### config.mk
export PLATFORM = sky130hd
export DESIGN_NAME = serial_rx_channel
export DESIGN_NICKNAME = d
export VERILOG_FILES = /design/src/rtl/rxw_pkg.sv /design/src/rtl/rxw_ctrl.sv /design/src/rtl/rxw_dpath.sv /design/src/rtl/serial_rx_channel.sv
export SDC_FILE = /design/constraint.sdc
export NUM_CORES = 1
export LEC_CHECK = 0
export BUFFER_PORTS_ARGS = -buffer_cell sky130_fd_sc_hd__buf_4
export CAP_MARGIN = 20
export CORE_UTILIZATION = 45
export DETAILED_ROUTE_END_ITERATION = 7
export PLACE_DENSITY = 0.63
export SLEW_MARGIN = 20
export SYNTH_ARGS = -nofsm -noshare
export SYNTH_HDL_FRONTEND = slang
export SYNTH_SLANG_ARGS = --single-unit
### constraint.sdc
create_clock -name clk -period 7.9 [get_ports clk]
set_clock_uncertainty 0.15 [all_clocks]
set_input_delay 1.58 -clock clk [delete_from_list [all_inputs] [get_ports clk]]
set_output_delay 1.58 -clock clk [all_outputs]
set_load 0.02 [all_outputs]
### src/rtl/rxw_pkg.sv
package rxw_pkg;

  typedef enum logic [2:0] {
    RX_IDLE,
    RX_START,
    RX_DATA,
    RX_PAR,
    RX_STOP,
    RX_BRK
  } rxState_e;

  // strobes issued by the control FSM to the datapath
  typedef struct packed {
    logic clrFrame;
    logic takeData;
    logic takePar;
    logic takeStop;
  } rxStrobe_t;

  // one queue entry
  typedef struct packed {
    logic       brk;
    logic       frm;
    logic       par;
    logic [7:0] data;
  } rxEntry_t;

endpackage

### src/rtl/rxw_ctrl.sv
module rxw_ctrl
  import rxw_pkg::*;
#(
  parameter int OVS     = 16,
  parameter int WD_BITS = 64
) (
  input  logic       clk,
  input  logic       rstN,
  input  logic       rxIn,
  input  logic       baudTick,
  input  logic       extClk,
  input  logic       cfgX1,
  input  logic [1:0] cfgDataBits,
  input  logic       cfgParOn,
  input  logic       frameAllZero,
  input  logic       fifoEmpty,
  input  logic       popDone,
  output rxStrobe_t  strobe,
  output logic       breakStart,
  output logic       breakEnd,
  output logic       wdogIrq
);

  localparam int PH_W = $clog2(OVS);
  localparam logic [PH_W-1:0] PH_MID = PH_W'(OVS / 2 - 1);
  localparam logic [PH_W-1:0] PH_END = PH_W'(OVS - 1);
  localparam int WD_W = $clog2(WD_BITS + 1);
  localparam logic [WD_W-1:0] WD_LIMIT = WD_W'(WD_BITS);

  rxState_e        state, stateNx;
  logic [PH_W-1:0] phase;
  logic [2:0]      bitIdx;
  logic [2:0]      lastIdx;
  logic            extQ;
  logic            extRise;
  logic            smpTick;
  logic            sampleNow;
  logic            brkStartNx, brkEndNx;

  // 1X clock edge detect
  always_ff @(posedge clk) begin
    if (!rstN) extQ <= 1'b0;
    else       extQ <= extClk;
  end

  assign extRise = extClk & ~extQ;
  assign smpTick = cfgX1 ? extRise : baudTick;
  assign lastIdx = 3'd4 + {1'b0, cfgDataBits};

  always_comb begin
    if (cfgX1) sampleNow = smpTick;
    else       sampleNow = smpTick && (phase == ((state == RX_START) ? PH_MID : PH_END));
  end

  always_comb begin
    stateNx    = state;
    strobe     = '0;
    brkStartNx = 1'b0;
    brkEndNx   = 1'b0;
    case (state)
      RX_IDLE: begin
        if (smpTick && !rxIn) begin
          if (cfgX1) begin
            stateNx         = RX_DATA;
            strobe.clrFrame = 1'b1;
          end else begin
            stateNx = RX_START;
          end
        end
      end
      RX_START: begin
        if (sampleNow) begin
          if (rxIn) begin
            stateNx = RX_IDLE;
          end else begin
            stateNx         = RX_DATA;
            strobe.clrFrame = 1'b1;
          end
        end
      end
      RX_DATA: begin
        if (sampleNow) begin
          strobe.takeData = 1'b1;
          if (bitIdx == lastIdx) stateNx = cfgParOn ? RX_PAR : RX_STOP;
        end
      end
      RX_PAR: begin
        if (sampleNow) begin
          strobe.takePar = 1'b1;
          stateNx        = RX_STOP;
        end
      end
      RX_STOP: begin
        if (sampleNow) begin
          strobe.takeStop = 1'b1;
          if (rxIn) begin
            stateNx = RX_IDLE;
          end else if (frameAllZero) begin
            stateNx    = RX_BRK;
            brkStartNx = 1'b1;
          end else begin
            stateNx         = RX_DATA;
            strobe.clrFrame = 1'b1;
          end
        end
      end
      RX_BRK: begin
        if (smpTick && rxIn) begin
          stateNx  = RX_IDLE;
          brkEndNx = 1'b1;
        end
      end
      default: stateNx = RX_IDLE;
    endcase
  end

  always_ff @(posedge clk) begin
    if (!rstN) begin
      state      <= RX_IDLE;
      phase      <= '0;
      bitIdx     <= '0;
      breakStart <= 1'b0;
      breakEnd   <= 1'b0;
    end else begin
      state      <= stateNx;
      breakStart <= brkStartNx;
      breakEnd   <= brkEndNx;
      if (state == RX_IDLE || sampleNow || stateNx != state) phase <= '0;
      else if (smpTick)                                      phase <= phase + 1'b1;
      if (strobe.clrFrame)      bitIdx <= '0;
      else if (strobe.takeData) bitIdx <= bitIdx + 1'b1;
    end
  end

  // idle watchdog, counted in bit times
  logic [PH_W-1:0] wdPre;
  logic [WD_W-1:0] wdCnt;
  logic            wdRearm;
  logic            bitTick;

  assign wdRearm = strobe.takeStop | popDone;
  assign bitTick = cfgX1 ? extRise : (baudTick && wdPre == PH_END);

  always_ff @(posedge clk) begin
    if (!rstN) begin
      wdPre   <= '0;
      wdCnt   <= '0;
      wdogIrq <= 1'b0;
    end else if (wdRearm || fifoEmpty) begin
      wdPre   <= '0;
      wdCnt   <= '0;
      wdogIrq <= 1'b0;
    end else begin
      if (baudTick)                       wdPre <= wdPre + 1'b1;
      if (bitTick && wdCnt != WD_LIMIT)   wdCnt <= wdCnt + 1'b1;
      if (wdCnt == WD_LIMIT)              wdogIrq <= 1'b1;
    end
  end


  false_start_chk: assert property (@(posedge clk) disable iff (!rstN)
    (state == RX_START && sampleNow && rxIn) |=> (state == RX_IDLE && !strobe.takeStop));


  wdog_nonempty_chk: assert property (@(posedge clk) disable iff (!rstN)
    wdogIrq |-> !fifoEmpty);

endmodule

### src/rtl/rxw_dpath.sv
module rxw_dpath
  import rxw_pkg::*;
#(
  parameter int DEPTH = 8,
  parameter int LVL_B = 3,
  parameter int LVL_C = 6
) (
  input  logic                       clk,
  input  logic                       rstN,
  input  logic                       rxIn,
  input  rxStrobe_t                  strobe,
  input  logic [1:0]                 cfgDataBits,
  input  logic [1:0]                 cfgParMode,
  input  logic                       cfgForceVal,
  input  logic [1:0]                 cfgIrqLevel,
  input  logic                       popReq,
  input  logic                       cmdClrOvr,
  output logic                       frameAllZero,
  output logic                       fifoEmpty,
  output logic                       popDone,
  output rxEntry_t                   head,
  output logic [$clog2(DEPTH+1)-1:0] fillCount,
  output logic                       rxIrq,
  output logic                       overrun
);

  localparam int PTR_W = (DEPTH > 1) ? $clog2(DEPTH) : 1;
  localparam int CNT_W = $clog2(DEPTH + 1);
  localparam logic [CNT_W-1:0] FULL_CNT = CNT_W'(DEPTH);

  // frame assembly
  logic [7:0] shiftQ;
  logic       parQ;
  logic [7:0] dataAligned;
  logic       dataOnes;
  logic       parBad;
  rxEntry_t   newEntry;

  always_ff @(posedge clk) begin
    if (!rstN) begin
      shiftQ <= '0;
      parQ   <= 1'b0;
    end else if (strobe.clrFrame) begin
      shiftQ <= '0;
      parQ   <= 1'b0;
    end else begin
      if (strobe.takeData) shiftQ <= {rxIn, shiftQ[7:1]};
      if (strobe.takePar)  parQ   <= rxIn;
    end
  end

  assign dataAligned  = shiftQ >> (2'd3 - cfgDataBits);
  assign dataOnes     = ^dataAligned;
  assign frameAllZero = (shiftQ == 8'h00) && !parQ;

  always_comb begin
    case (cfgParMode)
      2'b01:   parBad = dataOnes ^ parQ;
      2'b10:   parBad = ~(dataOnes ^ parQ);
      2'b11:   parBad = parQ ^ cfgForceVal;
      default: parBad = 1'b0;
    endcase
  end

  always_comb begin
    newEntry.frm  = ~rxIn;
    newEntry.brk  = ~rxIn & frameAllZero;
    newEntry.par  = parBad;
    newEntry.data = dataAligned;
  end

  // character queue
  rxEntry_t         mem [DEPTH];
  logic [PTR_W-1:0] wrPtr, rdPtr;
  logic [CNT_W-1:0] count;
  logic             pushOk;

  function automatic logic [PTR_W-1:0] nextPtr(input logic [PTR_W-1:0] p);
    return (p == PTR_W'(DEPTH - 1)) ? '0 : p + 1'b1;
  endfunction

  assign fifoEmpty = (count == '0);
  assign popDone   = popReq && !fifoEmpty;
  assign pushOk    = strobe.takeStop && (count != FULL_CNT);

  always_ff @(posedge clk) begin
    if (pushOk) mem[wrPtr] <= newEntry;
  end

  always_ff @(posedge clk) begin
    if (!rstN) begin
      wrPtr   <= '0;
      rdPtr   <= '0;
      count   <= '0;
      overrun <= 1'b0;
    end else begin
      if (pushOk)  wrPtr <= nextPtr(wrPtr);
      if (popDone) rdPtr <= nextPtr(rdPtr);
      case ({pushOk, popDone})
        2'b10:   count <= count + 1'b1;
        2'b01:   count <= count - 1'b1;
        default: count <= count;
      endcase
      if (strobe.takeStop && count == FULL_CNT) overrun <= 1'b1;
      else if (cmdClrOvr)                       overrun <= 1'b0;
    end
  end

  assign head      = mem[rdPtr];
  assign fillCount = count;

  // fill interrupt
  logic [CNT_W-1:0] irqLevel;
  always_comb begin
    case (cfgIrqLevel)
      2'b00:   irqLevel = CNT_W'(1);
      2'b01:   irqLevel = CNT_W'(LVL_B);
      2'b10:   irqLevel = CNT_W'(LVL_C);
      default: irqLevel = FULL_CNT;
    endcase
  end
  assign rxIrq = (count >= irqLevel);


  fill_bound_chk: assert property (@(posedge clk) disable iff (!rstN)
    count <= FULL_CNT);


  push_count_chk: assert property (@(posedge clk) disable iff (!rstN)
    (strobe.takeStop && count != FULL_CNT && !popDone) |=> (count == $past(count) + CNT_W'(1)));


  ovr_keep_chk: assert property (@(posedge clk) disable iff (!rstN)
    (strobe.takeStop && count == FULL_CNT && !popReq) |=> (count == FULL_CNT && overrun));


  ovr_sticky_chk: assert property (@(posedge clk) disable iff (!rstN)
    (overrun && !cmdClrOvr) |=> overrun);

endmodule

### src/rtl/serial_rx_channel.sv
module serial_rx_channel
  import rxw_pkg::*;
#(
  parameter int DEPTH   = 8,
  parameter int OVS     = 16,
  parameter int WD_BITS = 64
) (
  input  logic                       clk,
  input  logic                       rstN,
  input  logic                       rxIn,
  input  logic                       baudTick,
  input  logic                       extClk,
  input  logic                       cfgX1,
  input  logic [1:0]                 cfgDataBits,
  input  logic [1:0]                 cfgParMode,
  input  logic                       cfgForceVal,
  input  logic [1:0]                 cfgIrqLevel,
  input  logic                       popReq,
  input  logic                       cmdClrOvr,
  output logic                       rdValid,
  output logic [7:0]                 rdData,
  output logic                       rdParErr,
  output logic                       rdFrmErr,
  output logic                       rdBrk,
  output logic [$clog2(DEPTH+1)-1:0] fillCount,
  output logic                       rxIrq,
  output logic                       wdogIrq,
  output logic                       overrun,
  output logic                       breakStart,
  output logic                       breakEnd
);

  rxStrobe_t strobe;
  rxEntry_t  head;
  logic      frameAllZero;
  logic      fifoEmpty;
  logic      popDone;

  rxw_ctrl #(.OVS(OVS), .WD_BITS(WD_BITS)) u_ctrl (
    .clk          (clk),
    .rstN         (rstN),
    .rxIn         (rxIn),
    .baudTick     (baudTick),
    .extClk       (extClk),
    .cfgX1        (cfgX1),
    .cfgDataBits  (cfgDataBits),
    .cfgParOn     (cfgParMode != 2'b00),
    .frameAllZero (frameAllZero),
    .fifoEmpty    (fifoEmpty),
    .popDone      (popDone),
    .strobe       (strobe),
    .breakStart   (breakStart),
    .breakEnd     (breakEnd),
    .wdogIrq      (wdogIrq)
  );

  rxw_dpath #(.DEPTH(DEPTH)) u_dpath (
    .clk          (clk),
    .rstN         (rstN),
    .rxIn         (rxIn),
    .strobe       (strobe),
    .cfgDataBits  (cfgDataBits),
    .cfgParMode   (cfgParMode),
    .cfgForceVal  (cfgForceVal),
    .cfgIrqLevel  (cfgIrqLevel),
    .popReq       (popReq),
    .cmdClrOvr    (cmdClrOvr),
    .frameAllZero (frameAllZero),
    .fifoEmpty    (fifoEmpty),
    .popDone      (popDone),
    .head         (head),
    .fillCount    (fillCount),
    .rxIrq        (rxIrq),
    .overrun      (overrun)
  );

  assign rdValid  = !fifoEmpty;
  assign rdData   = head.data;
  assign rdParErr = head.par;
  assign rdFrmErr = head.frm;
  assign rdBrk    = head.brk;

endmodule

==> results list, run 1 <==
* Result of the run: finished, final reports clean
- Worst min path class: flop to flop
- In the final layout, the share of cells above drive strength 1 is 0.238.
- Pin count of the biggest net entering global routing: 23
* Total number of clock tree sinks: 136
- For this design the top-level I/O count stands at 36.
* Maximum buffer depth of the clock tree: 2
- Post-synthesis instance area: between 6000 and 7000 µm²
- The H-tree was split into 4 levels.
* Summed negative setup slack over all endpoints: 0 ns
- Detailed placement finished with a half-perimeter wire length of just over 7000 µm.
- Cell type contributing the most total cell area after synthesis: sky130_fd_sc_hd__edfxtp_1
- Post-CTS timing repair inserted 0 buffers for setup.
* Remaining global-route overflow: 0
- Gates resized during post-CTS repair numbered 0.
- Summed over all cells, the static leakage comes to 2.55 nW.
- Vias per inst: 5.27
- 0 antenna diodes ended up in the layout.
- Drt pass-1 iters: 4
- Remaining antenna violation count after routing: 0
- After routing the design area is roughly 7100 µm².
* Vias: 3591
* Transition time at the pin with the least slew margin: between 1 and 1.5 ns
- Setup violations remaining at the end of the flow were counted as 0.
- Signal arrival time at the worst endpoint: 3.00 ns
* Number of library cell types mapped by synthesis: 55
* Area of the placeable core: 13200 µm²
- Via count of the first global-routing pass: around 3700
* Count of hold buffers inserted by post-cts repair: 0
- At the end of routability-driven placement, the weighted congestion stood at 0.798.
- The signal on the critical path passes through buf_4 > inv_1 > ha_1 > nor2_1 > nor2_1 > ha_1 > nand2b_1 > a21oi_1 > nor2b_1 > o21ai_0 > nand2b_1 > buf_4.
- For the worst-skew pair, the clock arrives at the later sink with an insertion delay of between 0.4 and 0.5 ns.
* Critical-path cell with the highest stage delay: sky130_fd_sc_hd__ha_1
* Crit path max-delay family: adder cells
- Subtracting the final worst setup slack from the clock period gives between 4 and 5 ns.
* Asr flop ratio synth: 0
- Power density over cell area: 216 nW/µm²
- Dominant cells by area after synthesis: sky130_fd_sc_hd__edfxtp_1 43%, sky130_fd_sc_hd__dfxtp_1 16%, sky130_fd_sc_hd__mux4_2 10%
* Maximum clock frequency: roughly 210 MHz
- Initial DRC Count: 162
- Critical path data required time: 6.17 ns
- The share of synthesized area in the top cell type comes to 0.434.
- Starting density of the core: 0.460
- Combined buffer and inverter count along the critical path: 3
- Standard cell area after detailed placement: 6560 µm²
- Antenna violations before repair: 0
* EDFF count, synth: 88
- The die covers about 14000 µm².
- Number of CTS-inserted buffers: 17
* Synthesis-to-finish area growth: 17.1%
* First-pass GRT wire length: 18400 µm
- Type of destination of the critical path: output port
- Count of synthesis-stage warnings from yosys: 0
- Cell row count: 42
- The tool flagged a number of max-cap violations equal to 0.
- IR analysis of the VDD net gives a maximum drop of 146 µV.
- Measured along the y axis, the die boundary spans 118 µm.
* Syn Nets: slightly below 500
- Buffer type at the clock tree root: sky130_fd_sc_hd__clkbuf_16
- Synth Instances: 449
* IO buf count: 35
- For this run, the slowest stage of the critical path takes 0.26 ns.
* DRC violation count after routing: 0
* Final number of max-transition violations: 0
- The die is 118 µm wide.
- Critical Path Fanout Max: 3
* Smallest setup slack after layout: 3.17 ns
- Clock slew seen by the registers of the worst setup and hold paths: 0.06 ns
* Fraction of the yosys area taken by sequential cells: 0.592
* Net count, final: 528
* Worst slew margin relative to its limit: 0.305
- Post-detailed-routing wire length: 11300 µm
- In this run, synthesis produced a sequential element count of approximately 140.
- After filler insertion, the fill cell instance count of the layout stands at 1106.
- The critical path is of the input port to output port type.
- RSZ-0062 raised after global routing: false
* Dominant register cell in the synthesized netlist: sky130_fd_sc_hd__edfxtp_1
* Worst Setup Start Kind: input port
- Worst-case setup slack after placement: about 3.2 ns
- Combined global-route utilization of all metal layers: 0.175
- Average size of a mapped cell: 13.6 µm²
- The hold violation count in the final report was 0.
* CTS tree: done
* Final period util: 0.599
- WL per Instance: 16.6 µm
==> routing by layer <==
layer  wire (µm)  global-route usage  up-vias
met5           0                   0        -
met4         108              0.0697        0
met3         330              0.0439        9
met2        5560               0.285       60
met1        5320               0.223     1774
li1            -                   -     1748
==> final timing paths <==
path	to	cells past startpoint	startpoint	slack, ns
max	rxIrq	12	cfgIrqLevel[1]	3.17
min	u_ctrl.wdogIrq	2	u_ctrl.wdogIrq	0.30
max reg2reg	u_dpath.fillCount[3]	12	u_ctrl.phase[0]	4.65
min reg2reg	u_ctrl.wdogIrq	2	u_ctrl.wdogIrq	0.30
==> worst reg2reg max path, cell delays in order, from the launching register on <==
cell	delay (ns)
sky130_fd_sc_hd__dfxtp_1	0.36
sky130_fd_sc_hd__ha_1	0.17
sky130_fd_sc_hd__and4b_1	0.25
sky130_fd_sc_hd__a21oi_2	0.13
sky130_fd_sc_hd__nor3_2	0.35
sky130_fd_sc_hd__nand2_1	0.31
sky130_fd_sc_hd__ha_1	0.31
sky130_fd_sc_hd__ha_1	0.28
sky130_fd_sc_hd__a21o_1	0.18
sky130_fd_sc_hd__a21oi_1	0.17
sky130_fd_sc_hd__xnor2_1	0.09
sky130_fd_sc_hd__or3_1	0.30
sky130_fd_sc_hd__a21oi_1	0.13
==> cell families (layout without fill, tap and decap cells) <==
group | Yosys count | after routing | share of synthesized area
multiplexers | 55 | 55 | 0.148
flip-flops | 136 | 136 | 0.592
XOR/XNOR | 27 | 27 | 0.0411
buffers and inverters | 37 | 93 | 0.0253
AND/OR/NAND/NOR | 133 | 133 | 0.109
adder cells (fa/ha/maj) | 21 | 21 | 0.0444
AO/OA/AOI/OAI | 40 | 40 | 0.0401
==> cells in the final DEF, fill, tap and decap left out, types with 2 or more instances in the layout <==
master / Yosys / final
sky130_fd_sc_hd__clkbuf_16: 0 / 17
sky130_fd_sc_hd__mux4_2: 27 / 27
sky130_fd_sc_hd__a21oi_1: 17 / 17
sky130_fd_sc_hd__nor3_1: 10 / 9
sky130_fd_sc_hd__o21a_1: 2 / 2
sky130_fd_sc_hd__mux2i_1: 16 / 16
sky130_fd_sc_hd__o21ai_1: 2 / 2
sky130_fd_sc_hd__nor2_1: 48 / 48
sky130_fd_sc_hd__edfxtp_1: 88 / 88
sky130_fd_sc_hd__and3_1: 3 / 3
sky130_fd_sc_hd__nand4b_1: 2 / 2
sky130_fd_sc_hd__nand2b_1: 10 / 10
sky130_fd_sc_hd__clkbuf_1: 13 / 2
sky130_fd_sc_hd__nand4_1: 4 / 4
sky130_fd_sc_hd__inv_2: 2 / 2
sky130_fd_sc_hd__inv_1: 15 / 15
sky130_fd_sc_hd__xnor2_1: 14 / 14
sky130_fd_sc_hd__dfxtp_1: 48 / 47
sky130_fd_sc_hd__buf_4: 0 / 43
sky130_fd_sc_hd__clkinvlp_4: 0 / 4
sky130_fd_sc_hd__xor2_1: 12 / 12
sky130_fd_sc_hd__mux2_2: 11 / 11
sky130_fd_sc_hd__nor3_2: 1 / 2
sky130_fd_sc_hd__or2_1: 2 / 2
sky130_fd_sc_hd__o21ai_0: 5 / 5
sky130_fd_sc_hd__a31oi_1: 3 / 3
sky130_fd_sc_hd__nand3_1: 8 / 8
sky130_fd_sc_hd__a21o_1: 2 / 2
sky130_fd_sc_hd__nor2b_1: 4 / 4
sky130_fd_sc_hd__nand2_1: 24 / 24
sky130_fd_sc_hd__inv_6: 0 / 5
sky130_fd_sc_hd__ha_1: 20 / 20
sky130_fd_sc_hd__and2_1: 2 / 2
sky130_fd_sc_hd__or3_1: 3 / 3
==> final cells by class <==
cell class	instances	area, µm²	share of cell area
Timing Repair Buffer	44	334	0.0469
Tap cell	176	220	0.0309
Clock inverter	13	121	0.0170
Clock buffer	19	433	0.0607
Sequential cell	136	3600	0.506
Inverter	17	63.8	0.00895
Multi-Input combinational cell	276	2350	0.330
==> power breakdown <==
group | switching (mW) | internal [mW] | leakage, nW | total, mW
sequential | 0.00329 | 0.752 | 1.23 | 0.755
combinational | 0.0235 | 0.0173 | 1.06 | 0.0408
clock | 0.309 | 0.436 | 0.259 | 0.745
total | 0.336 | 1.21 | 2.55 | 1.54
==> Yosys cell counts, drive strengths merged, types with 2 or more instances <==
cell,n
nand2,24
inv,17
edfxtp,88
buf,7
nor2,48
mux2i,16
nand4b,2
mux4,27
dfxtp,48
or3,3
nor4,3
or2,3
a31oi,3
nand2b,10
nand3,8
xnor2,14
ha,20
a21oi,18
clkbuf,13
mux2,12
nor2b,4
a21o,2
xor2,12
nor3,11
and3,3
o21ai,7
o21a,2
and2,2
nand4,4
==> through the flow <==
stage	power [mW]	hold WS, ns	util	std cells
final	1.54	0.304	0.538	681
after global routing	1.59	0.334	0.538	681
after CTS	1.55	0.304	0.537	680
after detailed placement	0.811	0.295	0.496	648
after global placement	0.810	0.287	0.496	648
after floorplan	0.797	0.304	-	449
==> sequential cells by signal, summed over array words and instances (netlist names), 3 cells and up, named ones only <==
signal and flops:
u_ctrl.bitIdx 3, u_ctrl.phase 4, u_ctrl.state 3, u_ctrl.wdCnt 7
u_ctrl.wdPre 4, u_dpath.fillCount 4, u_dpath.mem 88, u_dpath.rdPtr 3
u_dpath.shiftQ 8, u_dpath.wrPtr 3
(Power assumes the default switching activity.)
==> run 2, diff against run 1 <==
Settings changed: PLACE_DENSITY 0.63 to 0.65.
Clock period 7.9 ns to 3.94 ns, I/O delays scaled along.
==> results list, run 2 (synthesis results as in run 1) <==
* Placed Cells incl. Taps: 654 (+0.93%)
- After layout, the minimum clock period comes to 3.16 ns.
- In this run the worst hold path is classified as flop to flop.
- IO buf count: 35 (unchanged)
- Worst-case setup slack after placement: 0.471 ns (-2.69 ns)
- Drt pass-1 iters: 4 (unchanged)
* Smallest setup slack after layout: 0.782 ns (-2.39 ns)
* Count of inserted antenna diode cells: 0 (unchanged)
* Vias: 3646 (+1.5%)
* Combined global-route utilization of all metal layers: 0.173 (-0.00203)
* Commonest non-fill, non-tap cells in the layout: 88 x sky130_fd_sc_hd__edfxtp_1, 49 x sky130_fd_sc_hd__buf_4, 48 x sky130_fd_sc_hd__nor2_1, 48 x sky130_fd_sc_hd__dfxtp_1, 27 x sky130_fd_sc_hd__mux4_2
- The required time of the critical path came to 3.00 ns (-3.17 ns).
* Registers with the highest flip-flop counts: u_dpath.mem: 88 flops, u_dpath.shiftQ: 8 flops, u_ctrl.wdCnt: 7 flops
- Post-detailed-routing wire length: 11200 µm (-0.93%)
- Initial DRC Count: 202 (+25%)
- Proportion of layout cells with a drive suffix above 1: 0.242 (+0.00450)
* Leakage Power: 2.60 nW (+1.9%)
- In this run the clock root is driven by a sky130_fd_sc_hd__clkbuf_16.
- The reg2reg setup slack came to 0.93 ns (-3.72 ns).
- Commonest non-fill, non-tap cell in the layout: sky130_fd_sc_hd__edfxtp_1
- Power density over cell area: 440 nW/µm² (+100%)
- Remaining global-route overflow: 0 (unchanged)
- Area of the placeable core: 13200 µm² (unchanged)
* Worst hold path stage count: 2 (unchanged)
* Via count of the first global-routing pass: 3558 (-3.1%)
* Vias per inst: 5.33 (+1.1%)
* Worst Setup Start Kind: input port
- Design area: 7180 µm² (+0.75%)
- The per-cell routed wire length was 16.4 µm (-1.4%).
* Critical Path Fanout Max: 3 (unchanged)
- The total power after layout came to 3.16 mW (+110%).
* Length in cells of the worst reg-to-reg path: 12 (unchanged)
- The global-route wire length before repair is 18300 µm (-0.79%).
* Count of max-cap constraint violations: 0 (unchanged)
* Global placement routability congestion: 0.808 (+1.2%)
- The number of post-CTS setup repair buffers was 0 (unchanged).
- The final-stage net count is 533 (+0.95%).
- Maximum clock frequency: around 320 MHz
- The floorplan die width came to 118 µm (unchanged).
- Number of standard cells in the final layout excluding fillers: 684 (+0.44%)
- Final number of max-transition violations: 0 (unchanged)
- The die extent in y came to 118 µm (unchanged).
- Signal arrival time at the worst endpoint: 2.22 ns (-0.78 ns)
- Setup repair after global routing left no endpoint under its margin.
* DIE AREA: 14000 µm² (unchanged)
- Pin count of the biggest net entering global routing: 23 (unchanged)
- The sum of net half-perimeters after detailed placement is 7420 µm (+4.9%).
* Max VDD drop: 267 µV (+83%)
- Maximum buffer depth of the clock tree: 2 (unchanged)
- The run finished with clean final reports.
- Final period util: 0.802
- The final-report setup violation count came to 0 (unchanged).
- Cells resized by post-CTS repair: 0 (unchanged)
- IO Count: 36 (unchanged)
- Standard cell area after detailed placement: 6600 µm² (+0.55%)
- The remaining antenna violation count after routing was 0 (unchanged).
- Max FFs per register: 88 (unchanged)
* Kind of critical path: input port to output port
* Total number of clock tree sinks: 136 (unchanged)
* CTS tree: done
- The endpoint identified for the worst register-to-register timing path is u_dpath.fillCount[3].
- DRC violation count after routing: 0 (unchanged)
* Starting density of the core: 0.460 (unchanged)
- Most flop-heavy register: u_dpath.mem
* Worst slew margin relative to its limit: 0.414 (+0.109)
* Transition time at the pin with the least slew margin: 0.869 ns (-0.165 ns)
- Cell row count: 42 (unchanged)
* Final count of hold timing violations: 0 (unchanged)
* Count of hold buffers inserted by post-cts repair: 0 (unchanged)
* Number of CTS-inserted buffers: 17 (unchanged)
- Type of destination of the critical path: output port
* Clock insertion delay at the later pin of the skew report: 0.42 ns (about the same)
- CTS H-tree depth: 4 (unchanged)
- The path with the worst hold slack has its endpoint at u_ctrl.wdogIrq.
- Launch instance of the worst register-to-register path: u_ctrl.phase[0]
- The initial antenna violation count came to 0 (unchanged).
* Synthesis-to-finish area growth: 18.0%
- Clock slew seen by the registers of the worst setup and hold paths: 0.06 ns (about the same)
- Worst Min Path Start: u_ctrl.wdogIrq
- Summed negative setup slack over all endpoints: 0 ns (unchanged)
- The count of filler cells inserted in the layout was 1104 (-0.18%).
[run 2: area by class of cell]
cell class	count	area, µm²	area share
clock buffers	19	433	0.0603
flip-flops and latches	136	3600	0.502
inverters	17	63.8	0.00888
clock inverters	11	151	0.0211
multi-input cells	276	2340	0.326
well taps	176	220	0.0307
repair buffers	49	368	0.0512
[run 2: how the worst max path moves through the flow]
stage | depth (start not counted) | slack (ns) | to | startpoint
6_report | 12 | 0.78 | rxIrq | cfgIrqLevel[0]
5_1_grt | 12 | 0.61 | rxIrq | cfgIrqLevel[0]
4_1_cts | 12 | 0.77 | rxIrq | cfgIrqLevel[0]
3_5_place_dp | 7 | 0.47 | u_dpath.mem[0][8] | cfgDataBits[0]
3_3_place_gp | 7 | 0.58 | u_dpath.mem[4][8] | cfgDataBits[0]
2_1_floorplan | 6 | 0.56 | u_dpath.mem[0][0] | cfgX1
[run 2: critical path, stage by stage]
cell and delay, ns:
sky130_fd_sc_hd__buf_4 0.09, sky130_fd_sc_hd__inv_1 0.05, sky130_fd_sc_hd__ha_1 0.18, sky130_fd_sc_hd__nor2_1 0.10, sky130_fd_sc_hd__nor2_1 0.05, sky130_fd_sc_hd__ha_1 0.25, sky130_fd_sc_hd__nand2b_1 0.14, sky130_fd_sc_hd__a21oi_1 0.13
sky130_fd_sc_hd__nor2b_1 0.05, sky130_fd_sc_hd__o21ai_0 0.15, sky130_fd_sc_hd__nand2b_1 0.07, sky130_fd_sc_hd__buf_4 0.15
[run 2: metal layers]
layer	wire length, µm	global-route usage
met3	450	0.0449
met2	5610	0.283
met1	5000	0.221
met4	154	0.0633
met5	0	0
[run 2: through the flow]
step | utilization | hold slack (ns)
after CTS | 0.542 | 0.302
after floorplan | - | 0.304
final | 0.542 | 0.298
after detailed placement | 0.498 | 0.293
after global routing | 0.542 | 0.327
after global placement | 0.498 | 0.294
[run 2: where the power goes]
part / total, mW / internal, mW / switching, mW
clock network: 1.57 / 0.990 / 0.577
registers: 1.51 / 1.51 / 0.00656
logic: 0.0817 / 0.0352 / 0.0465
